--- src/rtl/lso_pkg.sv ---
package lso_pkg;

  // Prefix kind codes on the pfx_kind input.
  typedef enum logic [2:0] {
    PFX_ATOMIC   = 3'd0,
    PFX_PAGE     = 3'd1,
    PFX_SEG      = 3'd2,
    PFX_REG      = 3'd3,
    PFX_PAGE_REG = 3'd4,
    PFX_SEG_REG  = 3'd5
  } pfx_kind_e;

  // Effects implied by one prefix kind.
  typedef struct packed {
    logic known;
    logic page_ovr;
    logic seg_ovr;
    logic reg_redir;
  } pfx_effect_t;

  function automatic pfx_effect_t decode_prefix(input logic [2:0] kind);
    pfx_effect_t e;
    e = '0;
    case (kind)
      PFX_ATOMIC:   e.known = 1'b1;
      PFX_PAGE:     begin e.known = 1'b1; e.page_ovr = 1'b1; end
      PFX_SEG:      begin e.known = 1'b1; e.seg_ovr = 1'b1; end
      PFX_REG:      begin e.known = 1'b1; e.reg_redir = 1'b1; end
      PFX_PAGE_REG: begin e.known = 1'b1; e.page_ovr = 1'b1; e.reg_redir = 1'b1; end
      PFX_SEG_REG:  begin e.known = 1'b1; e.seg_ovr = 1'b1; e.reg_redir = 1'b1; end
      default:      e = '0;
    endcase
    return e;
  endfunction

endpackage

--- src/rtl/lso_countdown.sv ---
module lso_countdown #(
  parameter int LEN_W = 2,
  parameter int CNT_W = LEN_W + 1
) (
  input  logic             clk,
  input  logic             rst_n,
  input  logic             load,
  input  logic [LEN_W-1:0] load_len,
  input  logic             dec,
  output logic [CNT_W-1:0] cnt,
  output logic             active,
  output logic             expire
);

  // Encoded length n means n+1 instructions.
  function automatic logic [CNT_W-1:0] run_of(input logic [LEN_W-1:0] len);
    return {{(CNT_W-LEN_W){1'b0}}, len} + CNT_W'(1);
  endfunction

  always_ff @(posedge clk) begin
    if (!rst_n)
      cnt <= '0;
    else if (load)
      cnt <= run_of(load_len);
    else if (dec && (cnt != '0))
      cnt <= cnt - CNT_W'(1);
  end

  assign active = (cnt != '0);
  // Last instruction of the run retires this cycle.
  assign expire = dec && !load && (cnt == CNT_W'(1));

endmodule

--- src/rtl/lso_mode_reg.sv ---
module lso_mode_reg
  import lso_pkg::*;
#(
  parameter int PAGE_W = 10
) (
  input  logic              clk,
  input  logic              rst_n,
  input  logic              load,
  input  pfx_effect_t       eff,
  input  logic [PAGE_W-1:0] base,
  input  logic              clear,
  output logic              page_on,
  output logic              seg_on,
  output logic              redir_on,
  output logic [PAGE_W-1:0] base_q
);

  always_ff @(posedge clk) begin
    if (!rst_n) begin
      page_on  <= 1'b0;
      seg_on   <= 1'b0;
      redir_on <= 1'b0;
      base_q   <= '0;
    end else if (load) begin
      // A new prefix replaces the previous override completely.
      page_on  <= eff.page_ovr;
      seg_on   <= eff.seg_ovr;
      redir_on <= eff.reg_redir;
      base_q   <= base;
    end else if (clear) begin
      page_on  <= 1'b0;
      seg_on   <= 1'b0;
      redir_on <= 1'b0;
    end
  end

endmodule

--- src/rtl/lso_xlate.sv ---
module lso_xlate #(
  parameter int ADDR_W  = 16,
  parameter int OFS_W   = 14,
  parameter int PAGE_W  = 10,
  parameter int NUM_PTR = 4,
  parameter int PHYS_W  = PAGE_W + OFS_W
) (
  input  logic [NUM_PTR*PAGE_W-1:0] dpp_flat,
  input  logic [ADDR_W-1:0]         op_addr,
  input  logic                      page_on,
  input  logic                      seg_on,
  input  logic [PAGE_W-1:0]         base,
  output logic [PHYS_W-1:0]         phys
);

  localparam int SEL_W = ADDR_W - OFS_W;
  localparam int SEG_W = PHYS_W - ADDR_W;

  logic [PAGE_W-1:0] ptr [NUM_PTR];
  logic [SEL_W-1:0]  sel;

  for (genvar g = 0; g < NUM_PTR; g++) begin : g_ptr
    assign ptr[g] = dpp_flat[g*PAGE_W +: PAGE_W];
  end

  function automatic logic [PHYS_W-1:0] join_page(input logic [PAGE_W-1:0] pg,
                                                  input logic [ADDR_W-1:0] a);
    return {pg, a[OFS_W-1:0]};
  endfunction

  function automatic logic [PHYS_W-1:0] join_seg(input logic [SEG_W-1:0] sg,
                                                 input logic [ADDR_W-1:0] a);
    return {sg, a};
  endfunction

  assign sel = op_addr[ADDR_W-1 -: SEL_W];

  always_comb begin
    if (page_on)
      phys = join_page(base, op_addr);
    else if (seg_on)
      phys = join_seg(base[SEG_W-1:0], op_addr);
    else
      phys = join_page(ptr[sel], op_addr);
  end

endmodule

--- src/rtl/lock_seq_ctrl.sv ---
module lock_seq_ctrl
  import lso_pkg::*;
#(
  parameter int ADDR_W  = 16,
  parameter int OFS_W   = 14,
  parameter int PAGE_W  = 10,
  parameter int NUM_PTR = 4,
  parameter int LEN_W   = 2,
  localparam int PHYS_W = PAGE_W + OFS_W,
  localparam int CNT_W  = LEN_W + 1
) (
  input  logic                      clk,
  input  logic                      rst_n,
  input  logic                      pfx_valid,
  input  logic [2:0]                pfx_kind,
  input  logic [LEN_W-1:0]          pfx_len,
  input  logic [PAGE_W-1:0]         pfx_base,
  input  logic                      retire,
  input  logic [NUM_PTR*PAGE_W-1:0] dpp_flat,
  input  logic [ADDR_W-1:0]         op_addr,
  input  logic                      short_acc,
  output logic [PHYS_W-1:0]         phys_addr,
  output logic                      ext_space,
  output logic                      irq_inhibit,
  output logic [CNT_W-1:0]          lock_left
);

  pfx_effect_t       eff;
  logic              pfx_accept;
  logic              step;
  logic              run_active;
  logic              run_expire;
  logic              page_on, seg_on, redir_on;
  logic [PAGE_W-1:0] base_q;

  assign eff        = decode_prefix(pfx_kind);
  assign pfx_accept = pfx_valid && eff.known;
  assign step       = retire && !pfx_accept;

  lso_countdown #(.LEN_W(LEN_W), .CNT_W(CNT_W)) u_cnt (
    .clk      (clk),
    .rst_n    (rst_n),
    .load     (pfx_accept),
    .load_len (pfx_len),
    .dec      (step),
    .cnt      (lock_left),
    .active   (run_active),
    .expire   (run_expire)
  );

  lso_mode_reg #(.PAGE_W(PAGE_W)) u_mode (
    .clk      (clk),
    .rst_n    (rst_n),
    .load     (pfx_accept),
    .eff      (eff),
    .base     (pfx_base),
    .clear    (run_expire),
    .page_on  (page_on),
    .seg_on   (seg_on),
    .redir_on (redir_on),
    .base_q   (base_q)
  );

  lso_xlate #(
    .ADDR_W (ADDR_W), .OFS_W(OFS_W), .PAGE_W(PAGE_W),
    .NUM_PTR(NUM_PTR), .PHYS_W(PHYS_W)
  ) u_xl (
    .dpp_flat (dpp_flat),
    .op_addr  (op_addr),
    .page_on  (page_on && run_active),
    .seg_on   (seg_on && run_active),
    .base     (base_q),
    .phys     (phys_addr)
  );

  assign irq_inhibit = run_active;
  assign ext_space   = short_acc && redir_on && run_active;

endmodule

--- config.mk ---
export PLATFORM = sky130hd
export DESIGN_NAME = lock_seq_ctrl
export DESIGN_NICKNAME = d
export VERILOG_FILES = /design/src/rtl/lso_pkg.sv /design/src/rtl/lso_countdown.sv /design/src/rtl/lso_mode_reg.sv /design/src/rtl/lso_xlate.sv /design/src/rtl/lock_seq_ctrl.sv
export SDC_FILE = /design/constraint.sdc
export NUM_CORES = 1
export LEC_CHECK = 0
export BUFFER_PORTS_ARGS = -buffer_cell sky130_fd_sc_hd__buf_2
export CAP_MARGIN = 10
export CELL_PAD_IN_SITES_DETAIL_PLACEMENT = 0
export CELL_PAD_IN_SITES_GLOBAL_PLACEMENT = 1
export CORE_MARGIN = 2
export CORE_UTILIZATION = 31
export CTS_BUF_LIST = sky130_fd_sc_hd__clkbuf_4 sky130_fd_sc_hd__clkbuf_8
export DETAILED_ROUTE_END_ITERATION = 16
export PLACE_DENSITY_LB_ADDON = 0.08
export SKIP_LAST_GASP = 1
export SYNTH_ARGS = -nofsm -noshare
export SYNTH_HDL_FRONTEND = slang
export SYNTH_HIERARCHICAL = 1
export SYNTH_SLANG_ARGS = --single-unit
--- constraint.sdc ---
create_clock -name clk -period 5.34 [get_ports clk]
set_clock_uncertainty 0.2 [all_clocks]
set_input_delay 0.534 -clock clk [delete_from_list [all_inputs] [get_ports clk]]
set_output_delay 0.534 -clock clk [all_outputs]
set_load 0.01 [all_outputs]
# Word level (Yosys, flattened, before mapping)
# Index checks and enable logic that the tools add are counted.
[op_classes]
reduce_logical = 18
n_eq_ne = 6
muxes = 15
bitwise_logic = 1
order_cmp = 1
n_addsub = 2
[op_table]
columns = ["operator", "n"]
rows = [
  ["$mux W24", 2],
  ["$bmux W10 S2", 1],
  ["$mux W10", 2],
  ["$logic_and A1 B1 Y1", 9],
  ["$mux W1", 8],
  ["$eq A3 B1 Y1 const B", 2],
  ["$eq A3 B2 Y1 const B", 2],
  ["$eq A3 B3 Y1 const B", 2],
  ["$mux W3", 2],
  ["$reduce_or A6 Y1", 1],
  ["$reduce_bool A2 Y1", 2],
  ["$reduce_or A2 Y1", 2],
  ["$add A2 B1 Y3 const B", 1],
  ["$ge A3 B3 Y1 const B", 1],
  ["$logic_not A3 Y1", 1],
  ["$not A2 Y3", 1],
  ["$reduce_bool A3 Y1", 1],
  ["$reduce_or A3 Y1", 1],
  ["$sub A3 B1 Y3 const B", 1],
  ["$logic_not A1 Y1", 1],
]
[totals]
wordCells = 48
output_inout_bits = 29
inputBits = 76
regBits = 16

# Depth between registers and ports, before layout
# Gate-level depths: netlist (run 1).
[logic_depth]
word_depth = 10
ltp_mapped = 8
ltp_nobuf = 7

# Modules after synthesis
# The synthesis (run 1) kept the hierarchy.
[modules_own_cells]
columns = ["mod", "n_inst", "cells_each", "area_each_um2", "seq_area_each_um2"]
rows = [
  ["lso_xlate", 1, 72, 566.8, 0.0],
  ["lso_mode_reg", 1, 42, 521.8, 260.2],
  ["lso_countdown", 1, 25, 240.2, 60.1],
  ["lock_seq_ctrl", 1, 14, 81.3, 0.0],
]

# Least setup slack after synthesis (run 1)
# Ideal clock, no wire load.
[synth_timing]
path_kind = "reg2out"
startpoint = "reg u_cnt.cnt[0]"
endpoint = "out phys_addr[14]"
t_arrival_ns = 1.619
setup_slack_ns = 2.987
path_stages_with_launch = 8
path_buffers = 1
path_cell_list = "dfxtp_1 inv_1 ha_1 nand2b_4 and2_1 clkbuf_1 o21ai_0 a21oi_1"
[synth_between]
elab_chain_cells = 4
word_cells_on_any_way = 5
[synth_rtl]
columns = ["element", "line", "rtl"]
rows = [
  ["start, declared", "lso_countdown.sv:10", "output logic [CNT_W-1:0] cnt,"],
  ["start signal, assigned", "lso_countdown.sv:24", "cnt <= run_of(load_len);"],
  ["start signal, assigned", "lso_countdown.sv:26", "cnt <= cnt - CNT_W'(1);"],
  ["$reduce_bool A3 Y1 (*)", "lso_countdown.sv:29", "assign active = (cnt != '0);"],
  ["net irq_inhibit", "lock_seq_ctrl.sv:24", "output logic irq_inhibit,"],
  ["$logic_and A1 B1 Y1", "lock_seq_ctrl.sv:71", ".seg_on (seg_on && run_active),"],
  ["$mux W24", "lso_xlate.sv:41", "else if (seg_on)"],
  ["$mux W24 (*)", "lso_xlate.sv:39", "if (page_on)"],
  ["end, declared", "lock_seq_ctrl.sv:22", "output logic [PHYS_W-1:0] phys_addr,"],
]
# The timed path passes the listed nets; every way through them passes the cells marked *.

# Final worst setup path (run 1)
[layout_timing]
startpoint = "reg u_cnt.cnt[0]"
endpoint = "out phys_addr[20]"
[layout_between]
elab_chain_cells = 4
word_cells_on_any_way = 5
[layout_rtl]
columns = ["element", "line"]
rows = [
  ["$reduce_bool A3 Y1 (*)", "lso_countdown.sv:29"],
  ["$logic_and A1 B1 Y1", "lock_seq_ctrl.sv:71"],
  ["$mux W24", "lso_xlate.sv:41"],
  ["$mux W24 (*)", "lso_xlate.sv:39"],
]
# Mark *: on every way between the ends. The rest lies on a longest branch, timed or not.

==> impl_metrics.py, run 1 <==
metrics = {
    "yosys": {
        "avgSynthCellArea_um2": 9.25,
        "yosysWarnings": 6,
        "syn_inst": 152,
        "mappedNetlistArea_um2": 1410,
        "synth_nets": 232,
    },
    "sta": {
        "tightest_slew_ns": 0.594,
        "rsz0062_at_grt": "no",
        "drv_slew": 0,
        "relSlewSlack_pct": 60.4,
        "post-route-min-period_ns": 3.11,
        "fin_crit_sh_pct": 58.3,
        "setup_viol": 0,
        "max_freq_mhz": 321,
        "setup_tns_ns": 0,
        "finalHoldViolCount": 0,
    },
    "cells_and_area": {
        "nets": 292,
        "fin_cells": 262,
        "drive_above_1_share_pct": 45.7,
        "area_growth_pct": 23.5,
        "finalCoreUtilization_pct": 39.9,
        "diodes": 0,
    },
    "power_and_ir_drop": {
        "pwr-share-seq_pct": 39.3,
        "power_frac_comb_pct": 34.5,
        "ir_drop_uv": 116,
        "clock_power_share_pct": 26.2,
        "switching_share_pct": 29.6,
        "power_mw": 0.339,
        "p_int_mw": 0.239,
        "power_density_nw_per_um2": 195,
        "power.switching_mw": 0.100,
        "p_leak_nw": 0.822,
    },
    "clocking": {
        "cts_buffer_depth": 2,
        "cts-root-buf": "clkbuf_8",
        "cts.clk_slew.worst_paths_ns": 0.06,
        "cts.sinks": 16,
        "cts_setup_buffers": 0,
        "htree_num_levels": 1,
        "numCtsBuffers": 3,
        "tritoncts": "built",
        "cts_resized": 0,
        "clkLatencyLatePin_ns": 0.24,
        "hold_buffers": 0,
    },
    "detailed_routing": {
        "wl_per_cell_um": 14.0,
        "viasPerCell": 4.90,
        "dr_wl_met2_um": 1960,
        "drtIter0Drc": 35,
        "wl_met1_um": 1390,
        "num_vias": 1284,
        "dr.pass1.iters": 4,
        "drc": 0,
        "routed.top_layer": "met4",
        "ant_nets": 0,
        "met3WireLength_um": 264,
        "drt-total-wl_um": 3670,
    },
    "hold_path": {
        "min_path_type": "in -> reg",
    },
    "worst_setup_path": {
        "critPathArrivalTime_ns": 2.38,
        "crit_type": "reg -> out",
        "start_kind": "flip-flop",
        "slowest_stage": "and2_1",
        "cp_max_fo": 21,
        "critical-path-max-stage-delay_ns": 0.52,
        "cp_num_buf_inv": 2,
        "crit_chain": "inv_1, ha_1, nand2b_4, and2_1, nor2_1, a221o_1, buf_2",
        "critical_path.top_delay_family": "simple AND/OR/NAND/NOR gates",
        "critPathCaptureType": "primary output",
        "cp.required_ns": 4.61,
    },
    "global_routing": {
        "grt_max_degree": 26,
        "grt_util_all_layers_pct": 14.0,
        "antenna_found_initial": 0,
        "grt_pass1_vias": 1271,
        "grt_overflow": 0,
        "grt_pass1_wl_um": 5840,
    },
    "place": {
        "dp_hpwl_um": 3040,
        "gp_congestion": 0.684,
        "port_buffers": 76,
        "dp_cells": 259,
    },
    "floorplan": {
        "die_area_um2": 5090,
        "rows": 24,
        "ios": 105,
        "start_util_pct": 32.3,
        "die_w_um": 71.4,
        "die_h_um": 71.4,
        "core_area_um2": 4350,
    },
    "outcome": {
        "outcome": "finished clean",
    },
    "flow_run": {
        "drv_cap": 0,
    },
}
-- power groups by stage --
stage                     combinational [mW]  sequential (mW)  clock, mW
after floorplan                       0.0828            0.135          0
after global placement                 0.116            0.136          0
after detailed placement               0.119            0.136          0
after CTS                              0.119            0.133     0.0924
after global routing                   0.129            0.134     0.0991
final                                  0.117            0.133     0.0887
-- metrics by stage --
step / cell area, µm² / hold WS (ns) / setup slack (ns)
after global routing: 1740 / 0.283 / 1.95
after detailed placement: 1700 / 0.322 / 2.50
after CTS: 1740 / 0.289 / 2.22
after floorplan: 1410 / 0.283 / 2.99
final: 1740 / 0.292 / 2.23
after global placement: 1700 / 0.303 / 2.60
-- worst register-to-register path: stages, from the launching register on --
cell	delay, ns
dfxtp_1	0.32
inv_1	0.10
ha_1	0.16
nand2_1	0.05
nor3_1	0.29
and4bb_1	0.26
a31o_1	0.18
-- sequential cells by signal (all words and copies together) (netlist names) --
name             count
u_cnt/cnt            3
u_mode/redir_on      1
u_mode/seg_on        1
u_mode/base_q       10
u_mode/page_on       1
-- path summary, 6_finish.rpt --
path | startpoint | end | slack, ns | cells past startpoint
hold reg to reg | u_mode/base_q[8] | u_mode/base_q[8] | 0.34 | 2
setup reg to reg | u_cnt/cnt[1] | u_mode/page_on | 3.67 | 6
hold / removal | pfx_len[0] | u_cnt/cnt[0] | 0.29 | 2
setup / recovery | u_cnt/cnt[0] | phys_addr[20] | 2.23 | 7
-- layout make-up --
| type | count | area, µm² |
|---|---|---|
| fillers | 438 | 2620 |
| flip-flops and latches | 16 | 320 |
| well taps | 52 | 65.1 |
| clock buffers | 3 | 41.3 |
| inverters | 4 | 15.0 |
| repair buffers | 77 | 388 |
| multi-input cells | 110 | 907 |
-- layout by cell type, fill, tap and decap left out, types with 3 or more instances in the layout --
cell type  instances
inv_1              4
and4bb_1           3
buf_2             76
nand2_1           16
dfxtp_1           16
mux2i_1           10
o21ai_0            3
mux2_2             4
nand3b_1           7
a31o_1             3
ha_1               4
nor2_1             7
a21oi_1            5
nand3_1            7
clkbuf_8           3
nor2b_1           14
mux4_2             8
-- layer usage --
layer  up-vias  global-route usage [%]
met5         -                       0
met4         0                    2.52
met3         8                    4.64
met2        33                    26.2
met1       593                    15.5
li1        650                       -
No activity file was read; power rests on OpenSTA's default activity.
==> run 2, diff against run 1 <==
--- a/config.mk
+++ b/config.mk
@@ -10,7 +10,7 @@
 export CELL_PAD_IN_SITES_DETAIL_PLACEMENT = 0
 export CELL_PAD_IN_SITES_GLOBAL_PLACEMENT = 1
 export CORE_MARGIN = 2
-export CORE_UTILIZATION = 31
+export CORE_UTILIZATION = 28
 export CTS_BUF_LIST = sky130_fd_sc_hd__clkbuf_4 sky130_fd_sc_hd__clkbuf_8
 export DETAILED_ROUTE_END_ITERATION = 16
 export PLACE_DENSITY_LB_ADDON = 0.08
==> constraint.sdc (replaced) <==
create_clock -name clk -period 3 [get_ports clk]
set_clock_uncertainty 0.2 [all_clocks]
set_input_delay 0.3 -clock clk [delete_from_list [all_inputs] [get_ports clk]]
set_output_delay 0.3 -clock clk [all_outputs]
set_load 0.01 [all_outputs]
==> run 2 against run 1 <==
Total power is 78% higher; global-route usage is 1.1 points lower; worst setup slack worse by 1.8 ns; combinational power is 78% higher; worst hold slack worse by 0.23 ns; largest cell class unchanged; largest power group unchanged; critical endpoint is now phys_addr[22]; cell count is 6.5% higher; sequential power is 78% higher; non-clock buffer count is 2 higher; critical path depth is 1 higher; clock power is 78% higher; final area is 1.9% higher.
==> impl_metrics.py, run 2 (synthesis gave the netlist of run 1 again) <==
metrics = {
    "worst_setup_path": {
        "critPathArrivalTime_ns": 2.11,
        "critical_path.top_delay_family": "simple AND/OR/NAND/NOR gates",
        "crit_chain": "inv_1, ha_1, nand2b_4, and2_1, buf_4, nor2_1, a221o_1, buf_2",
        "critPathLaunch": "u_cnt/cnt[0]",
        "start_kind": "flip-flop",
        "slowest_stage": "nor2_1",
        "cp_num_buf_inv": 3,
        "critPathCaptureType": "primary output",
        "cp_max_fo": 13,
        "critical-path-max-stage-delay_ns": 0.43,
        "cp.required_ns": 2.50,
        "reg2reg_from": "u_cnt/cnt[1]",
        "crit_type": "reg -> out",
    },
    "sta": {
        "post-route-min-period_ns": 2.61,
        "tightest_slew_ns": 0.518,
        "max_freq_mhz": 383,
        "finalHoldViolCount": 0,
        "fin_crit_sh_pct": 87.0,
        "relSlewSlack_pct": 65.3,
        "setup_viol": 0,
        "rsz0062_at_grt": "no",
        "setup_tns_ns": 0,
        "drv_slew": 0,
        "timing.hold.ws_ns": 0.0668,
    },
    "detailed_routing": {
        "drc": 0,
        "dr.pass1.iters": 4,
        "viasPerCell": 4.55,
        "wl_per_cell_um": 13.4,
        "drt-total-wl_um": 3730,
        "drtIter0Drc": 32,
        "ant_nets": 0,
        "num_vias": 1269,
    },
    "global_routing": {
        "grt_util_all_layers_pct": 13.0,
        "grt_max_degree": 25,
        "grt_pass1_wl_um": 5760,
        "antenna_found_initial": 0,
        "grt_overflow": 0,
        "grt_pass1_vias": 1305,
    },
    "clocking": {
        "numCtsBuffers": 3,
        "cts_setup_buffers": 0,
        "cts.sinks": 16,
        "cts_resized": 0,
        "cts-root-buf": "clkbuf_8",
        "cts.clk_slew.worst_paths_ns": 0.06,
        "tritoncts": "built",
        "htree_num_levels": 1,
        "hold_buffers": 0,
        "clkLatencyLatePin_ns": 0.24,
        "cts_buffer_depth": 2,
    },
    "cells_and_area": {
        "final_common_cell": "buf_2",
        "largest_reg_flops": 10,
        "area_growth_pct": 25.9,
        "drive_above_1_share_pct": 46.2,
        "largestRegisters": "u_mode/base_q (10), u_cnt/cnt (3)",
        "diodes": 0,
        "largest-register": "u_mode/base_q",
        "nets": 294,
        "most-common-layout-cells": "76 x buf_2, 16 x nand2_1, 16 x dfxtp_1",
    },
    "floorplan": {
        "die_w_um": 74.9,
        "ios": 105,
        "core_area_um2": 4790,
        "start_util_pct": 29.4,
        "die_h_um": 74.9,
        "die_area_um2": 5610,
        "rows": 25,
    },
    "power_and_ir_drop": {
        "p_leak_nw": 0.833,
        "power_frac_comb_pct": 34.5,
        "power_density_nw_per_um2": 341,
        "p_int_mw": 0.426,
        "switching_share_pct": 29.5,
        "pwr-share-seq_pct": 39.3,
        "power.switching_mw": 0.178,
        "clock_power_share_pct": 26.2,
        "ir_drop_uv": 162,
    },
    "outcome": {
        "outcome": "finished clean",
    },
    "place": {
        "gp_congestion": 0.739,
        "port_buffers": 76,
        "dp_hpwl_um": 3130,
    },
    "hold_path": {
        "worstHoldStart": "pfx_len[0]",
        "min_path_type": "in -> reg",
    },
    "flow_run": {
        "drv_cap": 0,
    },
}
-- run 2: changes by cell type in the layout (fill, tap and decap cells not counted) --
cell / previous run / this run
buf_4: 1 / 3
-- run 2: area by class of cell --
type / instances / area, µm²
inverter: 4 / 15.0
timing repair buffer: 79 / 403
multi-input combinational: 110 / 907
tap: 67 / 83.8
clock buffer: 3 / 41.3
fill: 498 / 3020
sequential: 16 / 320
-- run 2: metal layers --
metal	track usage, %	wire, µm	up-vias
met5	0	0	-
met4	1.39	10	0
met3	4.15	204	4
met2	22.7	1910	29
met1	16.1	1600	582
li1	-	-	654
-- run 2: final timing paths --
| check | to | slack (ns) | cells after the start |
|---|---|---|---|
| worst max-delay path | phys_addr[22] | 0.39 | 8 |
| worst max register to register | u_mode/redir_on | 1.37 | 6 |
| worst min register to register | u_mode/base_q[8] | 0.33 | 2 |
| worst min-delay path | u_cnt/cnt[0] | 0.07 | 2 |
-- run 2: power by group through the flow --
| stage | logic, mW | clock network, mW | registers, mW |
|---|---|---|---|
| floorplan | 0.147 | 0 | 0.241 |
| global placement | 0.208 | 0 | 0.242 |
| detailed placement | 0.212 | 0 | 0.242 |
| CTS | 0.213 | 0.167 | 0.238 |
| global route | 0.231 | 0.179 | 0.239 |
| finish | 0.208 | 0.158 | 0.237 |
-- run 2: metrics by stage --
step                power (mW)  utilization, %  setup WS, ns  area, µm²  instances
finish                   0.604            37.0         0.391       1770        279
floorplan                0.389               -         0.881       1410        152
CTS                      0.617            37.0         0.376       1770        279
global route             0.649            37.0         0.176       1770        279
global placement         0.450            36.1         0.727       1730        276
detailed placement       0.454            36.1         0.650       1730        276
==> run 3, diff against run 2 <==
--- a/config.mk
+++ b/config.mk
@@ -10,7 +10,7 @@
 export CELL_PAD_IN_SITES_DETAIL_PLACEMENT = 0
 export CELL_PAD_IN_SITES_GLOBAL_PLACEMENT = 1
 export CORE_MARGIN = 2
-export CORE_UTILIZATION = 28
+export CORE_UTILIZATION = 26
 export CTS_BUF_LIST = sky130_fd_sc_hd__clkbuf_4 sky130_fd_sc_hd__clkbuf_8
 export DETAILED_ROUTE_END_ITERATION = 16
 export PLACE_DENSITY_LB_ADDON = 0.08
==> constraint.sdc (replaced) <==
create_clock -name clk -period 2.4 [get_ports clk]
set_clock_uncertainty 0.2 [all_clocks]
set_input_delay 0.24 -clock clk [delete_from_list [all_inputs] [get_ports clk]]
set_output_delay 0.24 -clock clk [all_outputs]
set_load 0.01 [all_outputs]
==> run 3 against run 2 <==
Worst hold slack got worse by 0.012 ns; global-route usage about the same; flip-flop and latch count unchanged; final area increased by 2.4%; clock-buffer cell count unchanged; sequential power increased by 26%; highest routed layer is now met3.
==> impl_metrics.py, run 3 (synthesis gave the netlist of run 1 again) <==
metrics = {
    "cells_and_area": {
        "diodes": 0,
        "largest-register": "u_mode/base_q",
        "largest_reg_flops": 10,
        "most-common-layout-cells": "77 x buf_2, 16 x nand2_1, 15 x dfxtp_1",
        "final_common_cell": "buf_2",
        "drive_above_1_share_pct": 48.4,
        "area_growth_pct": 28.9,
        "largestRegisters": "u_mode/base_q (10), u_cnt/cnt (3)",
        "nets": 297,
        "final_area_um2": 1810,
        "finalCoreUtilization_pct": 35.1,
    },
    "sta": {
        "setup_tns_ns": 0,
        "max_freq_mhz": 445,
        "fin_crit_sh_pct": 93.7,
        "setup_viol": 0,
        "rsz0062_at_grt": "no",
        "timing.hold.ws_ns": 0.0544,
        "relSlewSlack_pct": 72.4,
        "post-route-min-period_ns": 2.25,
        "drv_slew": 0,
        "tightest_slew_ns": 0.414,
        "finalHoldViolCount": 0,
    },
    "power_and_ir_drop": {
        "ir_drop_uv": 260,
        "power_mw": 0.764,
        "power_density_nw_per_um2": 422,
        "p_leak_nw": 0.853,
    },
    "clocking": {
        "clkLatencyLatePin_ns": 0.24,
        "cts-root-buf": "clkbuf_8",
        "tritoncts": "built",
        "cts.sinks": 16,
        "htree_num_levels": 1,
        "numCtsBuffers": 3,
        "cts_buffer_depth": 2,
        "cts.clk_slew.worst_paths_ns": 0.06,
        "cts_setup_buffers": 0,
    },
    "worst_setup_path": {
        "critPathArrivalTime_ns": 1.81,
        "crit_chain": "inv_1, ha_1, nand2b_4, and2_4, buf_2, a221o_1, buf_2",
        "crit_type": "reg -> out",
        "critical_path.top_delay_family": "buffers and inverters",
        "critPathLaunch": "u_cnt/cnt[1]",
        "r2r_end": "u_mode/seg_on",
        "slowest_stage": "a221o_1",
        "cp.depth": 7,
        "start_kind": "flip-flop",
        "cp.required_ns": 1.96,
        "critical-path-max-stage-delay_ns": 0.35,
        "critPathCaptureType": "primary output",
        "reg2reg_setup_slack_ns": 0.79,
        "crit_top_cell": "buf_2",
        "r2r_cells": 6,
        "cp_num_buf_inv": 3,
        "cp_max_fo": 10,
        "setup.worst_path.end": "phys_addr[20]",
        "reg2reg_from": "u_cnt/cnt[1]",
    },
    "floorplan": {
        "die_area_um2": 6010,
        "core_area_um2": 5170,
        "die_h_um": 77.5,
        "start_util_pct": 27.2,
        "ios": 105,
        "rows": 26,
        "die_w_um": 77.5,
    },
    "global_routing": {
        "antenna_found_initial": 0,
        "grt_pass1_wl_um": 6420,
        "grt_max_degree": 25,
        "grt_util_all_layers_pct": 13.0,
        "grt_pass1_vias": 1378,
        "grt_overflow": 0,
    },
    "detailed_routing": {
        "viasPerCell": 4.63,
        "drc": 0,
        "ant_nets": 0,
        "num_vias": 1320,
        "drtIter0Drc": 33,
        "wl_per_cell_um": 14.0,
        "dr.pass1.iters": 4,
        "drt-total-wl_um": 3990,
    },
    "place": {
        "dp_hpwl_um": 3180,
        "dpl_cell_area_um2": 1740,
        "gp_congestion": 0.735,
        "port_buffers": 76,
    },
    "hold_path": {
        "min_path_type": "in -> reg",
    },
    "flow_run": {
        "drv_cap": 0,
    },
    "outcome": {
        "outcome": "finished clean",
    },
}
run 3: cell type report:
cell class                      count  area (µm²)
Clock buffer                        3        41.3
Fill cell                         572        3360
Inverter                            4        15.0
Multi-Input combinational cell    110         915
Sequential cell                    16         322
Tap cell                           70        87.6
Timing Repair Buffer               82         433
run 3: worst min-delay path, stage by stage:
cell and delay, ns:
buf_2 0.08, mux2i_1 0.06, nor2b_1 0.09
run 3: power breakdown:
part	total (mW)	internal [mW]	switching, mW
Combinational	0.268	0.142	0.126
Clock	0.198	0.111	0.0872
Sequential	0.298	0.284	0.0138
Total	0.764	0.537	0.227
run 3: how the worst min path moves through the flow:
stage                startpoint          endpoint  slack, ns  depth (start not counted)
floorplan            pfx_len[0]      u_cnt/cnt[0]       0.13                          1
global placement     pfx_len[0]      u_cnt/cnt[0]       0.26                          2
detailed placement   pfx_len[0]      u_cnt/cnt[0]       0.26                          2
CTS                 pfx_base[9]  u_mode/base_q[9]       0.05                          3
global route        pfx_base[6]  u_mode/base_q[6]       0.06                          3
finish              pfx_base[9]  u_mode/base_q[9]       0.05                          3
run 3: stage by stage:
step,setup WS (ns),std cells
6_report,0.151,285
3_3_place_gp,0.329,280
2_1_floorplan,0.341,152
4_1_cts,0.0246,284
3_5_place_dp,0.250,280
5_1_grt,0.00206,285
run 3: routing by layer:
metal | wire length [µm] | part of all wire (%) | GRT usage (%)
met5 | 0 | 0 | 0
met4 | 0 | 0 | 1.25
met3 | 222 | 5.6 | 3.95
met2 | 2110 | 53 | 24.1
met1 | 1650 | 41 | 15.1
run 3: repair_timing:
action / CTS / global route
endpoints found under the hold margin: 1 / 0
hold buffers: 1 / 0
endpoints found under the setup margin: 6 / 9
gates cloned: 0 / 1
gates resized for setup: 2 / 4
